## src/rtl/irqc_pkg.sv

```systemverilog
package irqc_pkg;
  localparam int LINES  = 8;
  localparam int LINE_W = $clog2(LINES);
  localparam int RANK_W = LINE_W + 1;

  typedef enum logic [1:0] {ST_RUN, ST_W2, ST_W3, ST_W4} init_st_t;

  // rank of the highest-priority set bit; LINES when none
  function automatic logic [RANK_W-1:0] prio_rank(input logic [LINES-1:0] m,
                                                   input logic [LINE_W-1:0] off);
    logic [RANK_W-1:0] r;
    r = RANK_W'(LINES);
    for (int p = LINES - 1; p >= 0; p--)
      if (m[LINE_W'(p) + off]) r = RANK_W'(p);
    return r;
  endfunction

  function automatic logic [LINE_W-1:0] rank_to_line(input logic [RANK_W-1:0] r,
                                                     input logic [LINE_W-1:0] off);
    return r[LINE_W-1:0] + off;
  endfunction

  function automatic logic [7:0] vec_of(input logic [7:0] base,
                                        input logic [LINE_W-1:0] line);
    return {base[7:LINE_W], line};
  endfunction
endpackage

```

## src/rtl/irqc_resolver.sv

```systemverilog
module irqc_resolver
  import irqc_pkg::*;
#(
  parameter int CASC_LINE = 2
) (
  input  logic [LINES-1:0]  pend,
  input  logic [LINES-1:0]  imr,
  input  logic [LINES-1:0]  isr,
  input  logic [LINE_W-1:0] off,
  input  logic              smm,
  input  logic              sfnm,
  output logic              valid,
  output logic [LINE_W-1:0] line
);
  logic [RANK_W-1:0] req_rank, cur_rank;
  logic [LINES-1:0]  isr_cnt;

  always_comb begin
    isr_cnt = isr;
    if (smm)  isr_cnt = isr_cnt & ~imr;
    if (sfnm) isr_cnt[CASC_LINE] = 1'b0;
    req_rank = prio_rank(pend & ~imr, off);
    cur_rank = prio_rank(isr_cnt, off);
    valid    = (req_rank < RANK_W'(LINES)) && (req_rank < cur_rank);
    line     = rank_to_line(req_rank, off);
  end
endmodule

```

## src/rtl/irqc_init_seq.sv

```systemverilog
module irqc_init_seq
  import irqc_pkg::*;
(
  input  logic     clk,
  input  logic     rst_n,
  input  logic     start_stb,
  input  logic     skip_w3,
  input  logic     want_w4,
  input  logic     data_stb,
  output init_st_t st,
  output logic     base_ld,
  output logic     mode_ld,
  output logic     mask_ld
);
  logic need3, need4;

  always_ff @(posedge clk or negedge rst_n) begin
    if (!rst_n) begin
      st    <= ST_RUN;
      need3 <= 1'b0;
      need4 <= 1'b0;
    end else if (start_stb) begin
      st    <= ST_W2;
      need3 <= ~skip_w3;
      need4 <= want_w4;
    end else if (data_stb) begin
      case (st)
        ST_W2:   st <= need3 ? ST_W3 : (need4 ? ST_W4 : ST_RUN);
        ST_W3:   st <= need4 ? ST_W4 : ST_RUN;
        ST_W4:   st <= ST_RUN;
        default: st <= ST_RUN;
      endcase
    end
  end

  assign base_ld = data_stb && (st == ST_W2);
  assign mode_ld = data_stb && (st == ST_W4);
  assign mask_ld = data_stb && (st == ST_RUN);

  // the base word is always the one right after the start byte
  a_r2_start_to_base: assert property (@(posedge clk) disable iff (!rst_n)
    start_stb |=> (st == ST_W2));
  // the fourth word ends the sequence
  a_r2_w4_ends: assert property (@(posedge clk) disable iff (!rst_n)
    (mode_ld && !start_stb) |=> (st == ST_RUN));
endmodule

```

## src/rtl/irqc_eoi_dec.sv

```systemverilog
module irqc_eoi_dec
  import irqc_pkg::*;
(
  input  logic              stb,
  input  logic [7:0]        cmd,
  input  logic [LINES-1:0]  isr,
  input  logic [LINE_W-1:0] off,
  output logic [LINES-1:0]  isr_clr,
  output logic              off_ld,
  output logic [LINE_W-1:0] off_val,
  output logic              raeoi_ld,
  output logic              raeoi_val
);
  logic [2:0]        code;
  logic [LINE_W-1:0] tgt, top_line;
  logic [RANK_W-1:0] top_rank;
  logic              any_isr;

  always_comb begin
    code      = cmd[7:5];
    tgt       = cmd[LINE_W-1:0];
    top_rank  = prio_rank(isr, off);
    any_isr   = top_rank < RANK_W'(LINES);
    top_line  = rank_to_line(top_rank, off);
    isr_clr   = '0;
    off_ld    = 1'b0;
    off_val   = '0;
    raeoi_ld  = 1'b0;
    raeoi_val = 1'b0;
    if (stb) begin
      case (code)
        3'd0, 3'd4: begin
          raeoi_ld  = 1'b1;
          raeoi_val = code[2];
        end
        3'd1, 3'd5: if (any_isr) begin
          isr_clr[top_line] = 1'b1;
          off_ld  = code[2];
          off_val = top_line + 1'b1;
        end
        3'd3: isr_clr[tgt] = 1'b1;
        3'd6: begin
          off_ld  = 1'b1;
          off_val = tgt + 1'b1;
        end
        3'd7: begin
          isr_clr[tgt] = 1'b1;
          off_ld  = 1'b1;
          off_val = tgt + 1'b1;
        end
        default: ;
      endcase
    end
  end
endmodule

```

## src/rtl/irqc_cmd_decoder.sv

```systemverilog
module irqc_cmd_decoder
  import irqc_pkg::*;
#(
  parameter int CASC_LINE = 2
) (
  input  logic       clk,
  input  logic       rst_n,
  input  logic       wr_en,
  input  logic       rd_en,
  input  logic       addr,
  input  logic [7:0] wdata,
  output logic [7:0] rdata,
  input  logic       inta,
  output logic [7:0] vector,
  output logic       int_req,
  input  logic [7:0] irr_in,
  output logic [7:0] irr_clr
);
  logic [LINES-1:0]  imr_q, isr_q;
  logic [LINE_W-1:0] off_q;
  logic [7:0]        base_q;
  logic rsel_isr_q, poll_arm_q, smm_q, raeoi_q, sfnm_q, aeoi_q;

  // named events
  logic wr0_stb, wr1_stb, icw1_stb, ocw3_stb, ocw2_stb, rd_stb, poll_take, ack_stb;
  assign ack_stb   = inta;
  assign wr0_stb   = wr_en && !addr && !inta;
  assign wr1_stb   = wr_en &&  addr && !inta;
  assign icw1_stb  = wr0_stb &&  wdata[4];
  assign ocw3_stb  = wr0_stb && !wdata[4] &&  wdata[3];
  assign ocw2_stb  = wr0_stb && !wdata[4] && !wdata[3];
  assign rd_stb    = rd_en && !wr_en && !inta;
  assign poll_take = rd_stb && poll_arm_q;

  logic              res_valid;
  logic [LINE_W-1:0] res_line;
  logic [LINES-1:0]  res_bit;

  irqc_resolver #(.CASC_LINE(CASC_LINE)) u_res (
    .pend(irr_in), .imr(imr_q), .isr(isr_q), .off(off_q),
    .smm(smm_q), .sfnm(sfnm_q), .valid(res_valid), .line(res_line)
  );

  always_comb begin
    res_bit = '0;
    res_bit[res_line] = 1'b1;
  end

  init_st_t init_st;
  logic     base_ld, mode_ld, mask_ld;

  irqc_init_seq u_init (
    .clk(clk), .rst_n(rst_n), .start_stb(icw1_stb), .skip_w3(wdata[1]),
    .want_w4(wdata[0]), .data_stb(wr1_stb), .st(init_st),
    .base_ld(base_ld), .mode_ld(mode_ld), .mask_ld(mask_ld)
  );

  logic [LINES-1:0]  eoi_clr;
  logic              eoi_off_ld, raeoi_ld, raeoi_val;
  logic [LINE_W-1:0] eoi_off_val;

  irqc_eoi_dec u_eoi (
    .stb(ocw2_stb), .cmd(wdata), .isr(isr_q), .off(off_q),
    .isr_clr(eoi_clr), .off_ld(eoi_off_ld), .off_val(eoi_off_val),
    .raeoi_ld(raeoi_ld), .raeoi_val(raeoi_val)
  );

  logic consume;
  assign consume = (ack_stb || poll_take) && res_valid;

  always_ff @(posedge clk or negedge rst_n) begin
    if (!rst_n) begin
      imr_q <= '0; isr_q <= '0; off_q <= '0; base_q <= '0;
      rsel_isr_q <= 1'b0; poll_arm_q <= 1'b0; smm_q <= 1'b0;
      raeoi_q <= 1'b0; sfnm_q <= 1'b0; aeoi_q <= 1'b0;
    end else if (icw1_stb) begin
      imr_q <= '0; isr_q <= '0; off_q <= '0;
      rsel_isr_q <= 1'b0; poll_arm_q <= 1'b0; smm_q <= 1'b0;
      raeoi_q <= 1'b0; sfnm_q <= 1'b0; aeoi_q <= 1'b0;
    end else begin
      if (ack_stb && res_valid) begin
        if (!aeoi_q)      isr_q <= isr_q | res_bit;
        else if (raeoi_q) off_q <= res_line + 1'b1;
      end
      if (poll_take) begin
        poll_arm_q <= 1'b0;
        if (res_valid) isr_q <= isr_q & ~res_bit;
      end
      if (ocw2_stb) begin
        isr_q <= isr_q & ~eoi_clr;
        if (eoi_off_ld) off_q   <= eoi_off_val;
        if (raeoi_ld)   raeoi_q <= raeoi_val;
      end
      if (ocw3_stb) begin
        if (wdata[2]) poll_arm_q <= 1'b1;
        if (wdata[1]) rsel_isr_q <= wdata[0];
        if (wdata[6]) smm_q      <= wdata[5];
      end
      if (base_ld) base_q <= wdata & 8'hF8;
      if (mode_ld) begin
        sfnm_q <= wdata[4];
        aeoi_q <= wdata[1];
      end
      if (mask_ld) imr_q <= wdata;
    end
  end

  assign int_req = res_valid && (init_st == ST_RUN);
  assign vector  = vec_of(base_q, res_valid ? res_line : LINE_W'(LINES - 1));
  assign irr_clr = consume ? res_bit : '0;

  always_comb begin
    if (poll_arm_q)  rdata = res_valid ? {1'b1, {(7-LINE_W){1'b0}}, res_line} : 8'h07;
    else if (addr)   rdata = imr_q;
    else if (rsel_isr_q) rdata = isr_q;
    else             rdata = irr_in;
  end

  // start byte wipes the controller state and silences the request
  a_r1_init_clears: assert property (@(posedge clk) disable iff (!rst_n)
    icw1_stb |=> (isr_q == '0 && imr_q == '0 && off_q == '0 && !int_req));
  // a granted line is pending and unmasked
  a_r5_grant_legal: assert property (@(posedge clk) disable iff (!rst_n)
    res_valid |-> (irr_in[res_line] && !imr_q[res_line]));
  // a granted acknowledge without auto-EOI marks the line in service
  a_r6_ack_marks: assert property (@(posedge clk) disable iff (!rst_n)
    (ack_stb && res_valid && !aeoi_q) |=> ((isr_q & $past(irr_clr)) != '0));
  // rotating auto-EOI moves the offset and leaves in-service alone
  a_r7_auto_rotate: assert property (@(posedge clk) disable iff (!rst_n)
    (ack_stb && res_valid && aeoi_q && raeoi_q)
      |=> (isr_q == $past(isr_q) && off_q == LINE_W'($past(res_line) + 1'b1)));
  // non-specific EOI retires exactly one in-service bit
  a_r8_eoi_one: assert property (@(posedge clk) disable iff (!rst_n)
    (ocw2_stb && wdata[6:5] == 2'b01 && isr_q != '0)
      |=> ($countones(isr_q) == $countones($past(isr_q)) - 1));
  // an EOI command clears at most one line
  a_r9_clr_single: assert property (@(posedge clk) disable iff (!rst_n)
    ocw2_stb |-> $onehot0(eoi_clr));
  // a poll read is consumed by the read that uses it
  a_r10_poll_once: assert property (@(posedge clk) disable iff (!rst_n)
    poll_take |=> !poll_arm_q);
endmodule

```

## config.mk

```make
export PLATFORM = sky130hd
export DESIGN_NAME = irqc_cmd_decoder
export DESIGN_NICKNAME = d
export VERILOG_FILES = /design/src/rtl/irqc_pkg.sv /design/src/rtl/irqc_resolver.sv /design/src/rtl/irqc_init_seq.sv /design/src/rtl/irqc_eoi_dec.sv /design/src/rtl/irqc_cmd_decoder.sv
export SDC_FILE = /design/constraint.sdc
export NUM_CORES = 1
export LEC_CHECK = 0
export CAP_MARGIN = 30
export CORE_MARGIN = 2
export CORE_UTILIZATION = 67
export CTS_BUF_LIST = sky130_fd_sc_hd__clkbuf_2 sky130_fd_sc_hd__clkbuf_4 sky130_fd_sc_hd__clkbuf_8
export CTS_CLUSTER_SIZE = 24
export DETAILED_ROUTE_END_ITERATION = 16
export DONT_BUFFER_PORTS = 1
export HOLD_SLACK_MARGIN = 0.08
export PLACE_DENSITY = 0.87
export SETUP_SLACK_MARGIN = 0.15
export SLEW_MARGIN = 20
export SYNTH_ARGS = -nofsm -noshare
export SYNTH_HDL_FRONTEND = slang
export SYNTH_HIERARCHICAL = 1
export SYNTH_SLANG_ARGS = --single-unit
```

## constraint.sdc

```tcl
create_clock -name clk -period 5.4 [get_ports clk]
set_input_delay 0.27 -clock clk [delete_from_list [all_inputs] [get_ports clk]]
set_output_delay 0.27 -clock clk [all_outputs]
set_load 0.02 [all_outputs]
```

==> results of run 1 <==
## flip-flops by register name, summed over array words and instances, names as in the netlist
| register | count |
|---|---|
| u_init/st | 2 |
| smm_q | 1 |
| aeoi_q | 1 |
| sfnm_q | 1 |
| isr_q | 8 |
| rsel_isr_q | 1 |
| off_q | 3 |
| poll_arm_q | 1 |
| u_init/need3 | 1 |
| base_q | 5 |
| imr_q | 8 |
| raeoi_q | 1 |
| u_init/need4 | 1 |
## metrics by stage
step	power, mW	area, sq um	setup slack [ns]	hold slack (ns)
2_1_floorplan	1.18	4200	0.816	-0.0256
3_3_place_gp	1.44	4290	0.686	-0.0248
5_1_grt	1.87	4450	0.137	0.0988
4_1_cts	1.71	4430	0.342	0.101
3_5_place_dp	1.49	4290	0.509	-0.0249
6_report	1.77	4450	0.365	0.100
## cell usage after synthesis (4+ instances only)
master / number
a2111oi_0: 8
a21boi_0: 7
a21o_1: 4
a21oi_1: 22
a32o_1: 5
and2_1: 4
and3_1: 5
and3b_1: 6
buf_2: 7
clkbuf_1: 9
dfrtp_1: 34
ha_1: 16
inv_1: 14
mux2_2: 20
mux2i_1: 48
mux4_2: 17
nand2_1: 26
nand2b_1: 13
nand3_1: 12
nand4_1: 5
nor2_1: 35
nor2b_1: 25
nor3_1: 13
nor3b_1: 5
o21ai_0: 9
o21ai_1: 4
o31ai_1: 4
xnor2_1: 5
xor2_1: 7
## cell type report
type                    instances  area share [%]
flip-flops and latches         34            19.1
clock inverters                 1           0.112
repair buffers                 24            4.38
inverters                      18            1.57
well taps                      75            2.11
multi-input cells             377            70.7
clock buffers                   7            2.02
## layer usage
metal,GRT usage (%),up-vias,wire length [um]
met5,0,-,0
met4,14.9,0,412
met3,7.06,48,1220
li1,-,1706,-
met2,57.4,246,5840
met1,43.3,1872,4420
## kinds of logic after synthesis
| family | after synthesis | share of synthesized area (%) |
|---|---|---|
| AO/OA/AOI/OAI | 85 | 14.6 |
| XOR/XNOR | 14 | 3.28 |
| adder cells (fa/ha/maj) | 18 | 5.72 |
| buffers and inverters | 41 | 5.22 |
| flip-flops | 34 | 20.3 |
| multiplexers | 90 | 28.3 |
| AND/OR/NAND/NOR | 170 | 22.7 |
## power by group through the flow
stage | clock (mW) | sequential, mW | combinational [mW]
after CTS | 0.202 | 0.418 | 1.09
final | 0.204 | 0.422 | 1.14
after detailed placement | 0 | 0.420 | 1.07
after floorplan | 0 | 0.395 | 0.788
after global placement | 0 | 0.416 | 1.02
after global routing | 0.213 | 0.429 | 1.22
## repair_timing
action | CTS | global route
endpoints found under the hold margin | 35 | 0
pin swaps | 0 | 0
setup endpoints to repair | 6 | 9
gates resized for setup | 1 | 3
cloned | 0 | 0
hold buffers | 3 | 0
## worst paths after layout
check	cells after the start	startpoint	end	slack (ns)
setup / recovery	18	off_q[1]	irr_clr[6]	0.36
hold / removal	2	wdata[3]	poll_arm_q	0.10
setup reg to reg	17	off_q[1]	isr_q[6]	0.58
hold reg to reg	2	sfnm_q	sfnm_q	0.55
max in group asynchronous	2	rst_n	imr_q[2]	4.81
min in group asynchronous	2	rst_n	base_q[6]	0.42
## worst reg2reg max path: stages (launching register included)
cell       delay [ns]
dfrtp_1          0.35
buf_4            0.19
inv_2            0.14
ha_2             0.49
mux4_2           0.38
mux2_2           0.32
or2_1            0.24
nor3_2           0.15
o31ai_1          0.11
ha_1             0.30
a21o_1           0.16
a21o_1           0.16
a31oi_1          0.19
nand3_1          0.15
o21ai_4          0.30
and3b_1          0.42
a21oi_1          0.14
a2111oi_0        0.46
## placed cells by master, fill, tap and decap left out, types with 6 or more instances in the layout
cell	count
dfrtp_1	34
ha_1	15
nor2_1	35
o21ai_0	9
inv_1	14
nor2b_1	25
a21oi_1	22
nor3_1	13
mux2i_1	48
mux2_2	20
xor2_1	7
a2111oi_0	8
buf_4	20
mux4_2	17
nand3_1	12
nand2b_1	13
a21boi_0	7
clkbuf_8	6
and3b_1	6
nand2_1	26
==> summary.md, run 1 <==
| Metric | Value |
|---|---|
| Max-slew violations | 0 |
| Slowest stage delay, CP | 0.49 ns |
| Combinational share of power | 64.6% |
| CTS max path bufs | 2 |
| Clock Tree Root | clkbuf_8 |
| Initial antenna violation count | 0 |
| Die height | 83.2 um |
| First-pass GRT wire length | 19.4 mm |
| Fillcell total | 404 |
| Final wirelength | 11.9 mm |
| Critical path's top delay family | compound AO/OA/AOI/OAI gates |
| Top FF cell, synth | dfrtp_1 |
| Grt ovf | 0 |
| RSZ-0062 raised after global routing | no |
| FF+latch count, synth | 34 |
| Area of the multi-input gates | 0.00315 sq mm |
| Routability Congestion | 0.890 |
| I/O pin count | 47 |
| Psw | 0.870 mW |
| Post-synthesis cell area | 0.00420 sq mm |
| Largest net degree at the start of global routing | 35 |
| Top post-synthesis cells by area | dfrtp_1, mux2i_1, mux4_2 |
| Leakage | 1.90 nW |
| Via count | 3872 |
| Max_cap viols | 0 |
| Clk sinks | 34 |
| Synth top area share | 20.3% |
| EDFF count, synth | 0 |
| Synthesized instance count | 452 |
| Synth async-reset ratio | 100% |
| Final min period | 5.04 ns |
| Layout Skew | 0.00410 ns |
| Clock latency on the worst-skew pair | 0.30 ns |
| Final setup fails | 0 |
| Area delta synth->final | 6.11% |
| Synthesis Warnings | 6 |
| DRT iter0 DRCs | 452 |
| Sequential share of the synthesized area | 20.3% |
| Fmax | 199 MHz |
| Wire per inst | 22.2 um |
| CTS tree | built |
| Sequential Power Share | 23.8% |
| Fin cells | 536 |
| DRT antenna net count | 0 |
| Fin Setup TNS | 0 ns |
| PwrDens | 397 mW/mm^2 |
| Reg clk slew, reported paths | 0.07 ns |
| CP bufs+invs | 3 |
| Port Buffers | 0 |
| N_diodes | 0 |
| Placement Rows | 28 |
| Clock power frac | 11.6% |
| Chip width | 83.2 um |
| Setup repair bufs after CTS | 0 |
| Outcome | complete, no violations |
| Initial core utilization | 70.1% |
| Critical Path Start Type | flop |
| Hold Violations, Final | 0 |
| DRC errors left | 0 |
| Switching share of power | 49.2% |
| Pre-antenna DRT Iters | 5 |
| Tcrit/Tclk final | 93.2% |
| Syn_nets | 492 |
| Syn_area_per_cell | 9.29 sq um |
| Worst path cell trace | buf_4, inv_2, ha_2, mux4_2, mux2_2, or2_1, nor3_2, o31ai_1, ha_1, a21o_1, a21o_1, a31oi_1, nand3_1, o21ai_4, nand2_1, o2bb2a_2, nor2b_1, buf_4 |
| Count of cell types in the netlist | 77 |
| Peak supply drop | 0.268 mV |
| Area leader, netlist | dfrtp_1 |
| Vias in the first global route | 3962 |
| Critical path's slowest cell | ha_2 |
| Power Internal | 0.899 mW |
| Critical path arrival | 4.77 ns |
| Storage element area | 851 sq um |
| H-tree depth | 2 |
| Final Util | 74.4% |
| Max_slew headroom | 47.2% |
| Placed insts | 524 |
| WP data required | 5.13 ns |
| Worst-margin pin slew | 0.783 ns |
| Core area | 0.00599 sq mm |
| Layout cells sized above 1 | 20.6% |
| Nets | 500 |
| Crit. End Element | primary output |
| Vias per std cell | 7.22 |
| Die ar. | 0.00691 sq mm |
| Hpwl dp | 8.57 mm |
| Setup Crit Path Kind | reg -> out |
| Hold Path Class | in -> reg |
| CP Max Fanout | 9 |
| TritonCTS buffer count | 5 |
| Total GRT Usage | 34.4% |
Note: power is estimated with default switching activity, not from simulation.
==> inputs of run 2 (changes only) <==
--- a/config.mk
+++ b/config.mk
@@ -5,6 +5,7 @@
 export SDC_FILE = /design/constraint.sdc
 export NUM_CORES = 1
 export LEC_CHECK = 0
+export ABC_AREA = 1
 export CAP_MARGIN = 30
 export CORE_MARGIN = 2
 export CORE_UTILIZATION = 67
==> run 2 against run 1 <==
Core utilization fell by 4.3 points; worst setup slack improved by 0.46 ns; critical path depth did not move; hold slack got worse by 0.0073 ns; sequential power rose by 5%; routed wire length rose by 6.2%; flip-flop and latch count did not move.
==> summary.md, run 2 <==
| Metric | Value |
|---|---|
| Fin Setup TNS | 0 ns |
| Final wirelength | 12.6 mm |
| Tcrit/Tclk final | 84.7% |
| Leakage | 2.30 nW |
| DRT iter0 DRCs | 498 |
| Initial core utilization | 68.6% |
| Hold_sp | wdata[7] |
| Nets | 747 |
| Final Util | 70.1% |
| Most frequent cell after synthesis | nand2_1 |
| Largest net degree at the start of global routing | 35 |
| Hold Path Depth | 2 |
| R2R depth | 23 |
| Biggest regs | imr_q (8), isr_q (8), base_q (5) |
| Top post-synthesis cells by area | dfrtp_1, nand2_1, nand3_1 |
| Post-synthesis cell area | 0.00433 sq mm |
| Worst-margin pin slew | 0.852 ns |
| Vias in the first global route | 4449 |
| Synth top area share | 19.6% |
| I/O pin count | 47 |
| N_diodes | 0 |
| Clock latency on the worst-skew pair | 0.29 ns |
| Die height | 84.4 um |
| Fmax | 219 MHz |
| Synthesized instance count | 712 |
| DRT antenna net count | 0 |
| EDFF count, synth | 0 |
| Max_slew headroom | 43.1% |
| Max_cap viols | 0 |
| Crit. End Element | primary output |
| Commonest non-fill, non-tap cell in the layout | nand2_1 |
| Setup repair bufs after CTS | 0 |
| RSZ-0062 raised after global routing | no |
| Layout Skew | 0.00830 ns |
| Syn_area_per_cell | 6.08 sq um |
| CP Max Fanout | 17 |
| CTS max path bufs | 2 |
| Clock Tree Root | clkbuf_8 |
| Outcome | complete, no violations |
| Total power draw | 1.92 mW |
| Count of cell types in the netlist | 44 |
| Top FF cell, synth | dfrtp_1 |
| Area delta synth->final | 2.17% |
| Layout cells sized above 1 | 11.5% |
| Peak supply drop | 0.342 mV |
| FF+latch count, synth | 34 |
| Syn_nets | 752 |
| Initial antenna violation count | 0 |
| Setup Crit Path Kind | reg -> out |
| Final instance area | 0.00443 sq mm |
| CTS tree | built |
| Hold Path Class | in -> reg |
| Placed cell areas | 0.00430 sq mm |
| WP data required | 5.13 ns |
| Sequential share of the synthesized area | 19.6% |
| PwrDens | 434 mW/mm^2 |
| R2r endpoint | isr_q[0] |
| Critical path arrival | 4.30 ns |
| Core area | 0.00631 sq mm |
| Reg clk slew, reported paths | 0.07 ns |
| Total GRT Usage | 36.5% |
| Routability Congestion | 0.979 |
| Final setup fails | 0 |
| Die ar. | 0.00712 sq mm |
| Reg2reg setup slack | 1.35 ns |
| Max-slew violations | 0 |
| Most frequent cells in the layout | nand2_1, nand3_1, inv_1, nor2_1, dfrtp_1 |
| Port Buffers | 0 |
| Vias per std cell | 6.00 |
| Hpwl dp | 10.1 mm |
| Synthesis Warnings | 6 |
| DRC errors left | 0 |
| Pre-antenna DRT Iters | 5 |
| FF-to-FF Start | off_q[0] |
| Grt ovf | 0 |
| H-tree depth | 2 |
| Via count | 4700 |
| Hold Violations, Final | 0 |
| Clk sinks | 34 |
| First-pass GRT wire length | 21.2 mm |
| Synth async-reset ratio | 100% |
| Wire per inst | 16.1 um |
| Most frequent cells after synthesis | nand2_1, nand3_1, inv_1 |
| TritonCTS buffer count | 5 |
| Chip width | 84.4 um |
| Critical Path Start Type | flop |
| Final min period | 4.57 ns |
| Hold worst-path end | base_q[7] |
| Placement Rows | 29 |
| Area leader, netlist | dfrtp_1 |
[run 2: how the worst max path moves through the flow]
stage,from,cells after the start,end,slack (ns)
finish,off_q[0],18,irr_clr[5],0.83
global route,off_q[1],18,irr_clr[1],0.43
CTS,off_q[0],18,irr_clr[5],0.93
detailed placement,off_q[0],18,irr_clr[5],1.25
global placement,off_q[0],19,irr_clr[6],1.39
floorplan,off_q[0],21,irr_clr[0],1.46
[run 2: timing repair]
action,CTS,global route
resized for setup,0,0
hold endpoints to repair,35,0
hold buffers,3,0
endpoints found under the setup margin,0,0
[run 2: worst max-delay path: stages (launching register included)]
cell	delay (ns)
dfrtp_1	0.42
inv_6	0.10
ha_1	0.42
inv_1	0.24
nand3_1	0.16
nand2_1	0.09
nor2_1	0.04
a31oi_1	0.18
nand2_1	0.10
nor3_1	0.19
nand4_1	0.11
ha_1	0.30
a21oi_1	0.16
o21ai_0	0.12
a21oi_2	0.33
nand2_1	0.14
nor2_2	0.32
a21oi_1	0.20
nor2_1	0.39
[run 2: per-stage QoR]
step                      hold slack (ns)  instances  setup WS [ns]
after detailed placement          -0.0247        774           1.25
after floorplan                   -0.0256        712           1.46
after CTS                          0.0968        783          0.928
after global routing                0.103        783          0.428
after global placement            -0.0247        774           1.39
final                              0.0930        783          0.827
[run 2: area by class of cell]
class,count,area [sq um]
multi-input combinational,558,2940
fill,585,1890
sequential,34,851
inverter,102,393
tap,77,96.3
clock buffer,6,82.6
timing repair buffer,6,62.6
[run 2: power breakdown]
part / internal (mW) / leakage, nW / switching (mW)
Sequential: 0.318 / 0.441 / 0.123
Clock: 0.0982 / 0.0431 / 0.0878
Combinational: 0.384 / 1.82 / 0.910
[run 2: layer usage]
layer	wire length, um	share of wire, %	vias up	GRT usage, %
met5	0	0	-	0
met4	603	4.8	0	16.2
met3	998	7.9	57	6.00
met2	5890	47	243	61.2
met1	5130	41	2126	46.6
li1	-	-	2274	-
[run 2: kinds of logic after synthesis]
logic type	synth area share, %
xor+xnor	3.24
fa+ha+maj	5.55
buf+inv	12.5
compound gates	11.3
flops	19.6
simple gates	47.8
